$ cat config.mk
export PLATFORM = sky130hd
export DESIGN_NAME = charclass_matcher
export DESIGN_NICKNAME = d
export VERILOG_FILES = /design/src/rtl/ccm_pkg.sv /design/src/rtl/ccm_cfg_decode.sv /design/src/rtl/ccm_nibble_cmp.sv /design/src/rtl/ccm_or_reduce.sv /design/src/rtl/charclass_matcher.sv
export SDC_FILE = /design/constraint.sdc
export NUM_CORES = 1
export LEC_CHECK = 0
export BUFFER_PORTS_ARGS = -buffer_cell sky130_fd_sc_hd__buf_2
export CELL_PAD_IN_SITES_DETAIL_PLACEMENT = 1
export CELL_PAD_IN_SITES_GLOBAL_PLACEMENT = 1
export CORE_ASPECT_RATIO = 1.5
export CORE_MARGIN = 10
export CORE_UTILIZATION = 41
export CTS_CLUSTER_DIAMETER = 30
export DETAILED_ROUTE_END_ITERATION = 16
export PLACE_DENSITY = 0.74
export SYNTH_ARGS = -nofsm -noshare
export SYNTH_HDL_FRONTEND = slang
export SYNTH_SLANG_ARGS = --single-unit
$ cat constraint.sdc
create_clock -name clk -period 1.5 [get_ports clk]
set_input_delay 0.225 -clock clk [delete_from_list [all_inputs] [get_ports clk]]
set_output_delay 0.225 -clock clk [all_outputs]
set_load 0.005 [all_outputs]
$ cat src/rtl/ccm_pkg.sv
// Package: shared widths for the character class matcher.
// Assumes 8-bit characters split into two 4-bit nibbles.
package ccm_pkg;
    localparam int CHAR_W = 8;
    localparam int NIB_W  = CHAR_W / 2;
    localparam int TBL_N  = 1 << NIB_W;
    localparam int CTRL_W = 2 * TBL_N;
    typedef logic [CTRL_W-1:0] ctrl_vec_t;
    typedef logic [CHAR_W-1:0] char_t;
endpackage

$ cat src/rtl/ccm_cfg_decode.sv
// Module: turns a write strobe plus index into one-hot per-comparator
// write enables. Assumes indices at or above NUM_CMP are dropped.
module ccm_cfg_decode #(
    parameter int NUM_CMP = 4,
    localparam int IDX_W  = (NUM_CMP > 1) ? $clog2(NUM_CMP) : 1
) (
    input  logic             we,
    input  logic [IDX_W-1:0] idx,
    output logic [NUM_CMP-1:0] we_vec
);
    // One enable per comparator whose index equals idx.
    for (genvar g = 0; g < NUM_CMP; g++) begin : g_dec
        assign we_vec[g] = we && (int'(idx) == g);
    end
endmodule

$ cat src/rtl/ccm_nibble_cmp.sv
// Module: one comparator. It holds a control vector made of a low table
// (bits 0..15) addressed by the low nibble and a high table (bits 16..31)
// addressed by the high nibble. Its hit output is combinational and is
// the AND of the two addressed bits.
// Assumes a synchronous active-low reset that clears the vector.
module ccm_nibble_cmp
    import ccm_pkg::*;
(
    input  logic      clk,
    input  logic      rst_n,
    input  logic      wr_en,
    input  ctrl_vec_t wr_vec,
    input  char_t     chr,
    output ctrl_vec_t ctrl_q,
    output logic      hit
);
    logic [NIB_W-1:0] lo_nib;
    logic [NIB_W-1:0] hi_nib;

    // Store a new control vector on a write.
    always_ff @(posedge clk) begin
        if (!rst_n)     ctrl_q <= '0;
        else if (wr_en) ctrl_q <= wr_vec;
    end

    // Split the character and look up both tables.
    always_comb begin
        lo_nib = chr[NIB_W-1:0];
        hi_nib = chr[CHAR_W-1:NIB_W];
        hit    = ctrl_q[{1'b0, lo_nib}] & ctrl_q[{1'b1, hi_nib}];
    end
endmodule

$ cat src/rtl/ccm_or_reduce.sv
// Module: ORs the hit lines of all comparators into one class hit.
// It builds a ripple chain through generate.
module ccm_or_reduce #(
    parameter int NUM_CMP = 4
) (
    input  logic [NUM_CMP-1:0] hits,
    output logic               any_hit
);
    logic [NUM_CMP:0] chain;

    assign chain[0] = 1'b0;
    // Each stage adds one comparator to the running OR.
    for (genvar g = 0; g < NUM_CMP; g++) begin : g_or
        assign chain[g+1] = chain[g] | hits[g];
    end
    assign any_hit = chain[NUM_CMP];
endmodule

$ cat src/rtl/charclass_matcher.sv
// Module: top of the character class matcher. It holds a bank of NUM_CMP
// nibble comparators that all see the same character, ORs their hits and
// registers the result, qualified by chr_valid.
// Assumes the collision-free split of a set is computed off-line.
module charclass_matcher
    import ccm_pkg::*;
#(
    parameter int NUM_CMP = 4,
    localparam int IDX_W  = (NUM_CMP > 1) ? $clog2(NUM_CMP) : 1
) (
    input  logic                 clk,
    input  logic                 rst_n,
    input  logic                 cfg_we,
    input  logic [IDX_W-1:0]     cfg_idx,
    input  logic [CTRL_W-1:0]    cfg_vec,
    input  logic                 chr_valid,
    input  logic [CHAR_W-1:0]    chr_data,
    output logic                 class_hit
);
    logic [NUM_CMP-1:0]        wr_en;
    logic [NUM_CMP-1:0]        cmp_hit;
    logic [NUM_CMP*CTRL_W-1:0] ctrl_flat;
    logic                      any_hit;

    ccm_cfg_decode #(.NUM_CMP(NUM_CMP)) u_dec (
        .we     (cfg_we),
        .idx    (cfg_idx),
        .we_vec (wr_en)
    );

    // Bank of comparators, all fed with the same character.
    for (genvar g = 0; g < NUM_CMP; g++) begin : g_cmp
        ccm_nibble_cmp u_cmp (
            .clk    (clk),
            .rst_n  (rst_n),
            .wr_en  (wr_en[g]),
            .wr_vec (cfg_vec),
            .chr    (chr_data),
            .ctrl_q (ctrl_flat[g*CTRL_W +: CTRL_W]),
            .hit    (cmp_hit[g])
        );
    end

    ccm_or_reduce #(.NUM_CMP(NUM_CMP)) u_or (
        .hits    (cmp_hit),
        .any_hit (any_hit)
    );

    // Register the class result, forced low when no character is valid.
    always_ff @(posedge clk) begin
        if (!rst_n) class_hit <= 1'b0;
        else        class_hit <= chr_valid & any_hit;
    end
endmodule

==> results of run 1 <==
-- synth_stat cells --
library cell	n
nor2_1	3
nand3_1	17
buf_6	2
dfxtp_1	129
or3b_2	1
nor2b_1	4
or2_2	1
a21oi_1	1
a22oi_1	10
buf_2	2
nand2_1	266
and3_1	1
nand3b_1	1
nor3b_1	1
a21boi_0	128
and3b_1	1
buf_12	2
mux4_1	22
clkbuf_1	44
mux4_2	10
-- metrics by stage --
stage | power (mW) | cells
2_1_floorplan | 4.05 | 646
3_3_place_gp | 4.34 | 854
3_5_place_dp | 4.37 | 854
4_1_cts | 8.45 | 886
5_1_grt | 8.67 | 886
6_report | 8.38 | 886
-- registers in the layout (all words and copies together), names as in the netlist --
name                cells
class_hit               1
g_cmp.u_cmp.ctrl_q    128
-- repair_timing --
action / in CTS / in global routing
resized for setup: 8 / 7
endpoints found under the setup margin: 1 / 1
pin swaps: 6 / 5
-- logic make-up after synthesis --
family,Yosys count,synth area share (%)
and+or+nand+nor,296,20.0
AOI/OAI and AO/OA,139,17.9
muxes,32,13.8
buffers and inverters,50,4.08
DFF,129,44.3
-- cell type report --
class,count,area [sq um]
fill,1606,6980
multi-input combinational,467,3030
sequential,129,2580
timing repair buffer,66,568
clock buffer,19,453
tap,192,240
clock inverter,13,136
-- critical path, cell delays in order (launching register included) --
cell     delay (ns)
dfxtp_1        0.33
mux4_2         0.47
a22oi_2        0.19
nand3_1        0.13
a22oi_1        0.20
a21oi_1        0.09
-- worst max-delay path by stage --
stage	start	endpoint	slack, ns	cells past startpoint
2_1_floorplan	chr_data[0]	class_hit	-0.004	7
3_3_place_gp	chr_data[4]	class_hit	-0.36	6
3_5_place_dp	chr_data[4]	class_hit	-0.36	6
4_1_cts	g_cmp[0].u_cmp.ctrl_q[19]	class_hit	-0.03	5
5_1_grt	g_cmp[2].u_cmp.ctrl_q[1]	class_hit	-0.08	5
6_report	g_cmp[3].u_cmp.ctrl_q[4]	class_hit	-0.03	5
-- power by group --
group	total (mW)	leakage, nW	internal [mW]	switching (mW)
Clock	4.08	0.281	2.53	1.55
Sequential	3.61	1.05	3.54	0.0671
Combinational	0.695	1.23	0.316	0.379
Total	8.38	2.56	6.39	1.99
-- per-layer routing --
metal	part of all wire, %	GRT usage [%]
met5	0	0
met4	2.5	7.10
met3	2.5	3.54
met2	55	33.1
met1	40	17.6
==> out/results.ini, run 1 <==
[outcome]
outcome = finished with violations
violations = setup timing

[synthesis]
avgSynthCellArea_sq_um = 9.02
synth_area_leaders = dfxtp_1, nand2_1, a21boi_0
synthesis.nets = 692
synth_top_area_share_pct = 44.3
syn-instance-count = 646
ys_ff_latch = 129
yosysTopAreaCell = dfxtp_1
synth_warnings = 0
synth_seq_area_share_pct = 44.3
netlist_area_sq_mm = 0.00583
synth.distinct_cells = 20

[drt]
drtPass1Iterations = 4
drt_iter0_markers = 208
vias = 4764
via_per_inst = 5.38
wl_per_cell_um = 18.9
drc = 0
postRouteAntennaNets = 0
finalWirelength_um = 16800

[clocking]
htreeDepth = 4
cts_hold_buffers = 0
clk-insertion-delay-late_ns = 0.41
cts_tree = yes
cts.sinks = 129
cts_max_path_buffers = 2
numCtsBuffers = 17
cts_root_buf = clkbuf_16
clk_pin_slew_worst_paths_ns = 0.06
cts_setup_buffers = 0

[floorplan]
num_rows = 53
dieArea_sq_mm = 0.0195
fp.dieH_um = 166
initial_core_util_pct = 41.7
io_pins = 47
core_sq_mm = 0.0140
fp.dieW_um = 117

[global_route]
grt.overflow.total = 0
grt_max_degree = 72
antenna_found_initial = 0
grt_usage_pct = 17.3
grt_pass1_vias = 5301
grt_pass1_wl_um = 27200

[placed_design]
place_ws_ns = -0.357
portBuffers = 46
gp_congestion = 0.839
post_dp_cell_area_sq_mm = 0.00641
dpl.hpwl_um = 11600

[setup_path]
path_class = flip-flop to flip-flop
cp_max_fo = 2
reg2regPathDepth = 5
required_ns = 1.79
reg2reg_from = g_cmp[3].u_cmp.ctrl_q[4]
critPathArrivalTime_ns = 1.82
startpoint_type = flip-flop
reg2reg_slack_ns = -0.03
worstReg2RegEnd = class_hit
crit_path_end_kind = flip-flop

[sta]
slew_violations = 0
finalCritPeriodShare_pct = 102
worst_pin_slew_ns = 0.500
timing.fmax_mhz = 655
fin_worst_skew_ns = 0.00590
hold_violations = 0
period_minus_slack_ns = 1.53
finalSetupViolCount = 1
slew-limit-headroom_pct = 66.6
holdWs_ns = 0.0936
rsz0062_at_grt = true
tns_ns = -0.0265
setup_ws_ns = -0.0265

[power]
ir_drop_v = 0.000585
power.leakage_nw = 2.56
power_density_mw_per_mm2 = 1200

[min_path]
hold_path.class = input pin to flip-flop
min_to = g_cmp[0].u_cmp.ctrl_q[11]
whs_path_depth = 3
hp-start = cfg_vec[11]

[cells_and_area]
final_util_pct = 50.1
num_antenna_cells = 0
drive_gt1_share_pct = 18.3
final_cell_mix = nand2_1, a21boi_0, dfxtp_1
fin_nets = 727
mostFrequentLayoutCell = nand2_1
fin_area_sq_mm = 0.00701
syn2layout_area_growth_pct = 20.3

[job]
drv_cap = 0

(Power assumes the default switching activity.)
==> run 2: changes to the inputs <==
--- a/config.mk
+++ b/config.mk
@@ -8,7 +8,6 @@
 export BUFFER_PORTS_ARGS = -buffer_cell sky130_fd_sc_hd__buf_2
 export CELL_PAD_IN_SITES_DETAIL_PLACEMENT = 1
 export CELL_PAD_IN_SITES_GLOBAL_PLACEMENT = 1
-export CORE_ASPECT_RATIO = 1.5
 export CORE_MARGIN = 10
 export CORE_UTILIZATION = 41
 export CTS_CLUSTER_DIAMETER = 30
==> out/results.ini, run 2 (synthesis gave the netlist of run 1 again) <==
[power]
power_density_mw_per_mm2 = 1260  ; was 1200 mW/mm^2
power.leakage_nw = 2.56  ; about the same
ir_drop_v = 0.000749  ; was 0.000585 V

[setup_path]
crit_path_end_kind = flip-flop  ; unchanged
cp_max_fo = 2  ; unchanged
critPathArrivalTime_ns = 1.81  ; was 1.82 ns
path_class = flip-flop to flip-flop  ; unchanged
required_ns = 1.81  ; was 1.79 ns
startpoint_type = flip-flop  ; unchanged

[clocking]
clk_pin_slew_worst_paths_ns = 0.06  ; about the same
clk-insertion-delay-late_ns = 0.42  ; was 0.41 ns
numCtsBuffers = 17  ; unchanged
cts_root_buf = clkbuf_16  ; unchanged
cts.sinks = 129  ; unchanged
cts_setup_buffers = 0  ; unchanged
cts_tree = yes  ; unchanged
cts_hold_buffers = 0  ; unchanged
htreeDepth = 4  ; unchanged
cts_max_path_buffers = 2  ; unchanged

[global_route]
grt_max_degree = 49  ; was 72
antenna_found_initial = 0  ; unchanged
grt_pass1_wl_um = 28200  ; was 27200 um
grt.overflow.total = 0  ; unchanged
grt_usage_pct = 18.0  ; was 17.3%
grt_pass1_vias = 5181  ; was 5301

[placed_design]
post_dp_cell_area_sq_mm = 0.00637  ; was 0.00641 sq mm
gp_congestion = 0.828  ; was 0.839
portBuffers = 46  ; unchanged
dpl.hpwl_um = 11700  ; was 11600 um

[cells_and_area]
final_util_pct = 50.6  ; was 50.1%
num_antenna_cells = 0  ; unchanged
regMostFlops = g_cmp.u_cmp.ctrl_q  ; unchanged
mostFrequentLayoutCell = nand2_1  ; unchanged
largest_reg_flops = 128  ; unchanged
final_cell_mix = nand2_1, a21boi_0, dfxtp_1  ; unchanged
reg_top3 = g_cmp.u_cmp.ctrl_q: 128 flops, class_hit: 1 flops  ; unchanged
fin_nets = 727  ; unchanged
syn2layout_area_growth_pct = 20.4  ; was 20.3%
drive_gt1_share_pct = 18.7  ; was 18.3%
fin_area_sq_mm = 0.00702  ; was 0.00701 sq mm

[sta]
hold_violations = 0  ; unchanged
slew_violations = 0  ; unchanged
slew-limit-headroom_pct = 68.1  ; was 66.6%
finalCritPeriodShare_pct = 100  ; was 102%
timing.fmax_mhz = 665  ; was 655 MHz
period_minus_slack_ns = 1.50  ; was 1.53 ns
fin_worst_skew_ns = 0.00382  ; was 0.00590 ns
rsz0062_at_grt = true  ; unchanged
finalSetupViolCount = 1  ; unchanged
setup_ws_ns = -0.00376  ; was -0.0265 ns
worst_pin_slew_ns = 0.478  ; was 0.500 ns

[drt]
drtPass1Iterations = 4  ; unchanged
finalWirelength_um = 17400  ; was 16800 um
via_per_inst = 5.47  ; was 5.38
postRouteAntennaNets = 0  ; unchanged
wl_per_cell_um = 19.9  ; was 18.9 um
drt_iter0_markers = 366  ; was 208
drc = 0  ; unchanged
vias = 4784  ; was 4764

[floorplan]
fp.dieW_um = 139  ; was 117 um
io_pins = 47  ; unchanged
core_sq_mm = 0.0139  ; was 0.0140 sq mm
num_rows = 43  ; was 53
initial_core_util_pct = 42.0  ; was 41.7%
dieArea_sq_mm = 0.0194  ; was 0.0195 sq mm
fp.dieH_um = 139  ; was 166 um

[job]
drv_cap = 0  ; unchanged

[outcome]
violations = setup timing  ; unchanged
outcome = finished with violations  ; unchanged

[min_path]
hold_path.class = input pin to flip-flop  ; unchanged

run 2: worst paths after layout:
check,from,to,slack [ns],depth (start not counted)
worst max register to register,g_cmp[0].u_cmp.ctrl_q[2],class_hit,-0.004,5
worst min register to register,g_cmp[0].u_cmp.ctrl_q[6],g_cmp[0].u_cmp.ctrl_q[6],0.46,2
worst min-delay path,cfg_vec[23],g_cmp[1].u_cmp.ctrl_q[23],0.09,3
worst max-delay path,g_cmp[0].u_cmp.ctrl_q[2],class_hit,-0.004,5
run 2: report_power, final:
part	internal (mW)	total (mW)	switching (mW)	leakage, nW
Sequential	3.54	3.61	0.0694	1.05
Clock	2.98	4.50	1.53	0.307
Combinational	0.308	0.695	0.387	1.20
run 2: per-stage QoR:
step / hold WS (ns) / setup TNS (ns) / setup WS [ns] / total power, mW / std cells
4_1_cts: 0.0771 / -0.000741 / -0.000741 / 8.85 / 874
5_1_grt: 0.0862 / -0.0652 / -0.0652 / 9.09 / 874
3_5_place_dp: 0.456 / -0.339 / -0.339 / 4.36 / 842
3_3_place_gp: 0.445 / -0.324 / -0.324 / 4.33 / 842
6_report: 0.0882 / -0.00376 / -0.00376 / 8.81 / 874
2_1_floorplan: 0.341 / -0.00351 / -0.00351 / 4.05 / 646
run 2: cell type report:
| cell class | instances | area (sq um) |
|---|---|---|
| fillers | 1584 | 6860 |
| clock inverters | 11 | 185 |
| multi-input cells | 467 | 3030 |
| repair buffers | 66 | 543 |
| well taps | 180 | 225 |
| clock buffers | 21 | 450 |
| flip-flops and latches | 129 | 2590 |
run 2: worst max-delay path, stage by stage, from the launching register on:
cell	delay, ns
dfxtp_2	0.33
mux4_2	0.46
a22oi_2	0.22
nand3_1	0.11
a22oi_1	0.20
a21oi_1	0.09
run 2: what timing repair did:
item                                    in CTS  in global routing
endpoints found under the hold margin        0                  0
endpoints found under the setup margin       1                  1
cloned                                       0                  0
pin swaps                                    8                  3
resized for setup                           17                  4
run 2: layer usage:
metal  vias to the layer above  share of wire (%)  GRT usage, %
li1                       2270                  -             -
met1                      2416                 45          22.8
met2                        88                 50          29.6
met3                        10                4.2          4.01
met4                         0               0.80          6.04
met5                         -                  0             0
==> run 3: changes to the inputs <==
--- a/config.mk
+++ b/config.mk
@@ -9,10 +9,11 @@
 export CELL_PAD_IN_SITES_DETAIL_PLACEMENT = 1
 export CELL_PAD_IN_SITES_GLOBAL_PLACEMENT = 1
 export CORE_MARGIN = 10
-export CORE_UTILIZATION = 41
+export CORE_UTILIZATION = 44
 export CTS_CLUSTER_DIAMETER = 30
 export DETAILED_ROUTE_END_ITERATION = 16
-export PLACE_DENSITY = 0.74
+export PLACE_DENSITY = 0.75
 export SYNTH_ARGS = -nofsm -noshare
 export SYNTH_HDL_FRONTEND = slang
+export SYNTH_HIERARCHICAL = 1
 export SYNTH_SLANG_ARGS = --single-unit
==> constraint.sdc (replaced) <==
create_clock -name clk -period 1.3 [get_ports clk]
set_input_delay 0.195 -clock clk [delete_from_list [all_inputs] [get_ports clk]]
set_output_delay 0.195 -clock clk [all_outputs]
set_load 0.005 [all_outputs]
==> out/results.ini, run 3 <==
[global_route]
grt_pass1_wl_um = 23600  ; was 28200 um
grt_max_degree = 49  ; unchanged
grt_usage_pct = 16.6  ; was 18.0%
grt.overflow.total = 0  ; unchanged
antenna_found_initial = 0  ; unchanged
grt_pass1_vias = 4322  ; was 5181

[setup_path]
crit_cells = 6  ; was 5
required_ns = 1.61  ; was 1.81 ns
path_delay_family = simple AND/OR/NAND/NOR gates  ; was compound AO/OA/AOI/OAI gates
critPathArrivalTime_ns = 2.42  ; was 1.81 ns
cp_common_cell = and3_1
cp_max_fo = 2  ; unchanged
startpoint_type = flip-flop  ; unchanged
reg2reg_from = g_cmp[1].u_cmp/ctrl_q[18]  ; was g_cmp[0].u_cmp.ctrl_q[2]
cpPeakStageDelay_ns = 0.50  ; was 0.46 ns
worstReg2RegEnd = class_hit  ; unchanged
worst_path_max_delay_cell = or4_4  ; was mux4_2
crit_path_end_kind = flip-flop  ; unchanged
reg2reg_slack_ns = -0.80  ; was -0.004 ns
reg2regPathDepth = 6  ; was 5
path_class = flip-flop to flip-flop  ; unchanged
crit_chain = mux4_2 > nor2b_1 > a211o_1 > and3_1 > or4_4 > and3_1  ; was mux4_2 > a22oi_2 > nand3_1 > a22oi_1 > a21oi_1
cp.buffers_inverters = 0  ; unchanged

[cells_and_area]
syn2layout_area_growth_pct = 23.1  ; was 20.4%
fillCellCount = 1350  ; was 1584
drive_gt1_share_pct = 24.2  ; was 18.7%
fin_nets = 592  ; was 727
seqCellArea_sq_mm = 0.00259  ; about the same
num_antenna_cells = 0  ; unchanged
regMostFlops = g_cmp.u_cmp/ctrl_q  ; was g_cmp.u_cmp.ctrl_q
reg_top3 = g_cmp.u_cmp/ctrl_q: 128 flops, class_hit: 1 flops  ; was g_cmp.u_cmp.ctrl_q: 128 flops, class_hit: 1 flops
final_util_pct = 54.9  ; was 50.6%
final_cell_mix = mux2i_1, nor2b_1, dfxtp_1  ; was nand2_1, a21boi_0, dfxtp_1
mostFrequentLayoutCell = mux2i_1  ; was nand2_1
fin_area_sq_mm = 0.00722  ; was 0.00702 sq mm
multiInputGateArea_sq_mm = 0.00317  ; was 0.00303 sq mm
largest_reg_flops = 128  ; unchanged

[sta]
fin_worst_skew_ns = 0.00663  ; was 0.00382 ns
rsz0062_at_grt = true  ; unchanged
slew-limit-headroom_pct = 78.7  ; was 68.1%
period_minus_slack_ns = 2.10  ; was 1.50 ns
setup_ws_ns = -0.803  ; was -0.00376 ns
timing.fmax_mhz = 476  ; was 665 MHz
worst_pin_slew_ns = 0.319  ; was 0.478 ns
finalSetupViolCount = 1  ; unchanged
slew_violations = 0  ; unchanged
hold_violations = 0  ; unchanged
finalCritPeriodShare_pct = 162  ; was 100%

[placed_design]
gp_congestion = 0.791  ; was 0.828
post_dp_cell_area_sq_mm = 0.00660  ; was 0.00637 sq mm
dpl.hpwl_um = 10100  ; was 11700 um
portBuffers = 46  ; unchanged

[min_path]
hp-start = chr_valid  ; was cfg_vec[23]
min_to = class_hit  ; was g_cmp[1].u_cmp.ctrl_q[23]
whs_path_depth = 2  ; was 3
hold_path.class = input pin to flip-flop  ; unchanged

[floorplan]
core_sq_mm = 0.0131  ; was 0.0139 sq mm
num_rows = 42  ; was 43
fp.dieH_um = 135  ; was 139 um
io_pins = 47  ; unchanged
initial_core_util_pct = 44.6  ; was 42.0%
dieArea_sq_mm = 0.0183  ; was 0.0194 sq mm
fp.dieW_um = 135  ; was 139 um

[synthesis]
synth_area_leaders = dfxtp_1, mux2i_1, nor2b_1  ; was dfxtp_1, nand2_1, a21boi_0
synth_top_area_share_pct = 44.1  ; was 44.3%
synth_seq_area_share_pct = 44.1  ; was 44.3%
yosysMostFrequentCell = mux2i_1  ; was nand2_1
synth_common_cells = mux2i_1, nor2b_1, dfxtp_1, mux4_2, clkbuf_1  ; was nand2_1, dfxtp_1, a21boi_0, clkbuf_1, mux4_1
synth.distinct_cells = 14  ; was 20
synthesis.nets = 529  ; was 692
avgSynthCellArea_sq_um = 12.1  ; was 9.02 sq um
synth-edff-count = 0  ; unchanged
ys_ff_latch = 129  ; unchanged
synth_warnings = 6  ; was 0
async_flop_share_pct = 0  ; unchanged
yosysTopAreaCell = dfxtp_1  ; unchanged
synth-main-ff-cell = dfxtp_1  ; unchanged
netlist_area_sq_mm = 0.00586  ; was 0.00583 sq mm
syn-instance-count = 483  ; was 646

[drt]
finalWirelength_um = 14400  ; was 17400 um
routed-wl-met2_um = 7680  ; was 8630 um
drt_iter0_markers = 166  ; was 366
wl_met1_um = 6050  ; was 7860 um
wl_met3_um = 478  ; was 728 um
drc = 0  ; unchanged
postRouteAntennaNets = 0  ; unchanged
wl_per_cell_um = 19.6  ; was 19.9 um
top_layer = met4  ; unchanged
via_per_inst = 5.21  ; was 5.47
vias = 3833  ; was 4784
drtPass1Iterations = 4  ; unchanged

[power]
power_density_mw_per_mm2 = 1380  ; was 1260 mW/mm^2
clockPowerShare_pct = 49.0  ; was 51.1%
pwr-share-seq_pct = 41.7  ; was 41.0%
power.leakage_nw = 2.66  ; was 2.56 nW
sw_frac_of_total_pct = 22.9  ; was 22.5%
p_int_mw = 7.69  ; was 6.83 mW
ir_drop_v = 0.000903  ; was 0.000749 V
power_switching_mw = 2.29  ; was 1.98 mW
power_frac_comb_pct = 9.3  ; was 7.9%

[job]
drv_cap = 0  ; unchanged

[outcome]
outcome = finished with violations  ; unchanged
violations = setup timing  ; unchanged

[clocking]
htreeDepth = 4  ; unchanged
cts_tree = yes  ; unchanged
clk_pin_slew_worst_paths_ns = 0.06  ; about the same
numCtsBuffers = 17  ; unchanged
cts_hold_buffers = 0  ; unchanged
clk-insertion-delay-late_ns = 0.42  ; about the same
cts_root_buf = clkbuf_16  ; unchanged
cts_max_path_buffers = 2  ; unchanged
cts.sinks = 129  ; unchanged

run 3: metrics by stage:
stage / worst slack, ns / TNS, ns / hold slack (ns) / instances / power (mW)
after detailed placement: -1.05 / -1.10 / 0.476 / 703 / 5.17
after CTS: -0.777 / -0.777 / 0.0255 / 735 / 10.1
after global routing: -0.850 / -0.850 / 0.0284 / 735 / 10.4
final: -0.803 / -0.803 / 0.0498 / 735 / 9.98
after floorplan: -0.674 / -0.674 / 0.323 / 483 / 4.73
after global placement: -0.984 / -0.984 / 0.455 / 703 / 5.12
run 3: worst max path at each step:
stage	startpoint	endpoint	slack, ns
after floorplan	g_cmp[2].u_cmp/ctrl_q[19]	class_hit	-0.67
after detailed placement	chr_data[4]	class_hit	-1.05
final	g_cmp[1].u_cmp/ctrl_q[18]	class_hit	-0.80
after global placement	chr_data[4]	class_hit	-0.98
after CTS	g_cmp[1].u_cmp/ctrl_q[18]	class_hit	-0.78
after global routing	g_cmp[1].u_cmp/ctrl_q[18]	class_hit	-0.85
run 3: power by group through the flow:
stage	registers (mW)	clock network, mW	logic [mW]
final	4.17	4.89	0.924
after global routing	4.18	5.23	1.00
after CTS	4.17	5.03	0.930
after detailed placement	4.25	0	0.920
after global placement	4.24	0	0.885
after floorplan	4.22	0	0.517
run 3: cell type report:
class	count	share of cell area, %
timing repair buffer	72	8.67
sequential	129	35.8
tap	176	3.05
clock buffer	19	6.28
clock inverter	13	2.22
multi-input combinational	326	43.9
run 3: repair_timing:
action | 4_1_cts | 5_1_grt
setup endpoints to repair | 1 | 1
pin swaps | 6 | 0
buffers inserted | 0 | 0
resized for setup | 4 | 3
hold endpoints to repair | 0 | 0
run 3: kinds of logic after synthesis:
logic type	count (synthesis)	share of synthesized area, %
muxes	176	37.7
AOI/OAI and AO/OA	4	0.598
DFF	129	44.1
and+or+nand+nor	146	15.6
buffers and inverters	28	2.05
run 3: per-layer routing:
metal | vias up | track usage, %
met3 | 14 | 5.01
met5 | - | 0
li1 | 1850 | -
met1 | 1915 | 18.4
met4 | 0 | 5.08
met2 | 54 | 29.7
run 3: worst reg2reg max path: stages (launching register included):
cell and delay [ns]:
dfxtp_2 0.33, mux4_2 0.46, nor2b_1 0.15, a211o_1 0.24, and3_1 0.17, or4_4 0.50
and3_1 0.15
